<file path="src/rtl/chain_id_forwarder.sv">
module chain_id_forwarder #(
  parameter int BYTE_BITS = 8,
  parameter int ID_BITS   = 4
) (
  input  logic sclk,
  input  logic rst_n,
  input  logic nss,
  input  logic mosi,
  input  logic ctrl_byte,
  output logic sdo
);
  localparam int PW       = $clog2(BYTE_BITS);
  localparam int ID_FIRST = BYTE_BITS - ID_BITS;

  logic [PW-1:0] pos;
  logic          borrow;

  wire clr_n = rst_n & ~nss;
  wire last  = (pos == PW'(BYTE_BITS - 1));
  wire in_id = ctrl_byte & (pos >= PW'(ID_FIRST));

  // borrow survives only across zero ID bits; it is re-armed at each byte end
  always_ff @(posedge sclk or negedge clr_n) begin
    if (!clr_n) begin
      pos    <= '0;
      borrow <= 1'b1;
    end else begin
      pos    <= last ? '0 : pos + 1'b1;
      borrow <= (in_id && !last) ? (borrow & ~mosi) : 1'b1;
    end
  end

  assign sdo = mosi ^ (in_id & borrow);
endmodule

</file>
<file path="config.mk">
export PLATFORM = sky130hd
export DESIGN_NAME = chain_id_forwarder
export DESIGN_NICKNAME = d
export VERILOG_FILES = /design/src/rtl/chain_id_forwarder.sv
export SDC_FILE = /design/constraint.sdc
export NUM_CORES = 1
export LEC_CHECK = 0
export ABC_AREA = 1
export BUFFER_PORTS_ARGS = -buffer_cell sky130_fd_sc_hd__buf_2
export CAP_MARGIN = 5
export CELL_PAD_IN_SITES_DETAIL_PLACEMENT = 2
export CELL_PAD_IN_SITES_GLOBAL_PLACEMENT = 2
export CORE_AREA = 2 2 39 41
export DETAILED_ROUTE_END_ITERATION = 12
export DIE_AREA = 0 0 41 43
export PLACE_DENSITY = 0.43
export SLEW_MARGIN = 0
export SYNTH_ARGS = -nofsm -noshare
export SYNTH_HDL_FRONTEND = slang
export SYNTH_SLANG_ARGS = --single-unit
</file>
<file path="constraint.sdc">
create_clock -name sclk -period 1.1 [get_ports sclk]
set_input_delay 0.22 -clock sclk [delete_from_list [all_inputs] [get_ports sclk]]
set_output_delay 0.22 -clock sclk [all_outputs]
set_load 0.1 [all_outputs]
</file>
==> metrics.md <==
| Metric | Value |
|---|---|
| Antenna diodes | `0` |
| Core area | `0.00138 mm^2` |
| Mapped Cells | `19` |
| CTS Buf Count | `3` |
| Largest net degree at the start of global routing | `5` |
| Register area | `101 um^2` |
| Async SR Flop Fraction | `100%` |
| Via count | `178` |
| Area of the multi-input gates | `75.1 um^2` |
| Io pins | `6` |
| Skew-Pair Late Insertion Delay | `0.24 ns` |
| Fin area | `305 um^2` |
| Max FO, Critical Path | `3` |
| Routed len/inst | `9.85 um` |
| Peak supply drop | `0.419 mV` |
| CTS root buf | `clkbuf_4` |
| Synthesized Nets | `26` |
| Layout area overhead | `68.3%` |
| First-pass GRT wire length | `800 um` |
| Slew @ Worst Pin | `0.341 ns` |
| Synth area leader | `dfrtp_1` |
| GRT Overall Usage | `7.85%` |
| Buf/Inv on CP | `1` |
| CP max-delay cell | `dfstp_2` |
| Most frequent cell after synthesis | `inv_1` |
| Final non-filler cell total | `47` |
| Clock sink count | `4` |
| Die Width | `41 um` |
| Inst Count DP | `40` |
| Seq/Total Area, Yosys | `55.9%` |
| # port buffers | `5` |
| Area contributors post-synth | `dfrtp_1, dfstp_2, ha_1` |
| Grt ovf | `0` |
| Initial Utilization | `13.1%` |
| Drt total wl | `463 um` |
| Die Ht | `43 um` |
| Outcome | `finished with violations` |
| Unrepaired setup endpoints after global routing | `true` |
| ANT nets after route | `0` |
| Syn Area/Cell | `9.55 um^2` |
| Top delay family on crit path | `flip-flops` |
| Clk slew on worst S/H paths | `0.04 ns` |
| Synthesized area | `181 um^2` |
| Top cell type's share of synthesized area | `41.4%` |
| EDFF count, synth | `0` |
| Net switching power | `0.0969 mW` |
| Clk pwr share | `51.2%` |
| CP Cell Sequence | `nand4_1 -> nand2_4 -> buf_12` |
| Gate power share | `11.9%` |
| Setup Skew | `0.00872 ns` |
| Critical path endpoint category | `primary output` |
| Pwr Density | `1320 mW/mm^2` |
| Core Rows | `14` |
| DRC | `0` |
| Setup WS pre-CTS | `-0.0595 ns` |
| Top cells by count, synth | `inv_1, dfrtp_1, nand2_1, nor2_1` |
| Total die area | `0.00176 mm^2` |
| Setup Crit Path Kind | `reg2out` |
| Nets | `39` |
| Switching Fraction | `24.1%` |
| Arrival time at the worst endpoint | `1.18 ns` |
| Library cells used by synthesis | `8` |
| Vias in the first global route | `193` |
| Crit path time final | `1.40 ns` |
| Critical Path RT | `0.88 ns` |
| Slowest cell delay on critical path | `0.53 ns` |
| DR vias/cell | `3.79` |
| Failing checks | `negative setup slack` |
| Max_cap viols | `0` |
| Layout cells sized above 1 | `38.7%` |
| CTS tree | `built` |
| Hold Fails Final Rpt | `0` |
| Filler cells | `159` |
| Setup ws final | `-0.297 ns` |
| Placement Cell Area | `249 um^2` |
| Final Util | `22.1%` |
| Worst Setup Start Kind | `flop` |
| Relative slew slack | `77.2%` |
| Pins Over Slew Limit | `0` |
| Yosys reg bits | `4` |
| Seq pwr share | `36.8%` |
| Gpl congestion | `0.560` |
| Leakage | `0.162 nW` |
| Max Fclk | `0.716 GHz` |
| Clock Path Buffers | `2` |
| Top_reg_cell synth | `dfrtp_1` |
| Initial antenna violation count | `0` |
| Period utilization | `127%` |
| Final setup viols | `1` |
| Post-DP HPWL | `311 um` |
| Pint | `0.305 mW` |
| Htree depth | `1` |
| Setup TNS | `-0.297 ns` |
| Initial DRT Pass Iterations | `1` |
| Synth warnings | `0` |
| First DRT Iteration DRCs | `0` |
| Hold Crit Class | `in2reg` |
-- flip-flops by register name, indices dropped and copies added, names as in the netlist --
name	count
borrow	1
pos	3
-- layout by cell type, fill, tap and decap left out, types with 2 or more instances in the layout --
| cell type | Yosys | routed |
|---|---|---|
| ha_1 | 2 | 2 |
| nand4_1 | 2 | 2 |
| dlygate4sd3_1 | 0 | 2 |
| dfrtp_1 | 3 | 3 |
| buf_2 | 0 | 4 |
| clkbuf_4 | 0 | 3 |
| nor2_1 | 3 | 3 |
| inv_1 | 4 | 4 |
-- cell families after synthesis --
logic type,after synthesis,share of synthesized area (%)
fa+ha+maj,2,13.8
flops,4,55.9
simple gates,9,22.1
buf+inv,4,8.27
-- through the flow --
step | power (mW) | hold WS [ns]
6_report | 0.402 | 0.201
5_1_grt | 0.429 | 0.220
4_1_cts | 0.417 | 0.194
3_5_place_dp | 0.192 | 0.222
3_3_place_gp | 0.191 | 0.206
2_1_floorplan | 0.173 | 0.0737
-- layer usage --
metal | vias up | share of wire [%] | track usage [%]
li1 | 84 | - | -
met1 | 82 | 30 | 6.80
met2 | 7 | 55 | 11.3
met3 | 5 | 8.4 | 4.71
met4 | 0 | 6.3 | 8.00
met5 | - | 0 | 0
-- power by group through the flow --
stage / logic [mW] / registers (mW) / clock network [mW]
after floorplan: 0.0232 / 0.150 / 0
after global placement: 0.0409 / 0.150 / 0
after detailed placement: 0.0425 / 0.150 / 0
after CTS: 0.0487 / 0.148 / 0.220
after global routing: 0.0522 / 0.148 / 0.229
final: 0.0480 / 0.148 / 0.206
-- area by class of cell --
| type | count | share of cell area (%) |
|---|---|---|
| flip-flops and latches | 4 | 33.2 |
| multi-input cells | 11 | 24.6 |
| repair buffers | 8 | 22.1 |
| clock buffers | 4 | 8.61 |
| well taps | 16 | 6.56 |
| inverters | 4 | 4.92 |
-- path summary, 6_finish.rpt --
check / from / endpoint / slack (ns) / cells after the start
max: borrow / sdo / -0.30 / 3
min: ctrl_byte / borrow / 0.20 / 2
max reg2reg: pos[0] / borrow / 0.08 / 4
min reg2reg: pos[0] / pos[0] / 0.43 / 1
max in group asynchronous: nss / borrow / 0.28 / 3
min in group asynchronous: rst_n / pos[2] / 0.49 / 4
-- repair_timing --
action	4_1_cts	5_1_grt
buffers inserted	0	1
setup endpoints to repair	1	1
gates resized for setup	1	0
endpoints found under the hold margin	3	0
pin swaps	1	1
hold buffers	2	0
No activity file was read; power rests on OpenSTA's default activity.
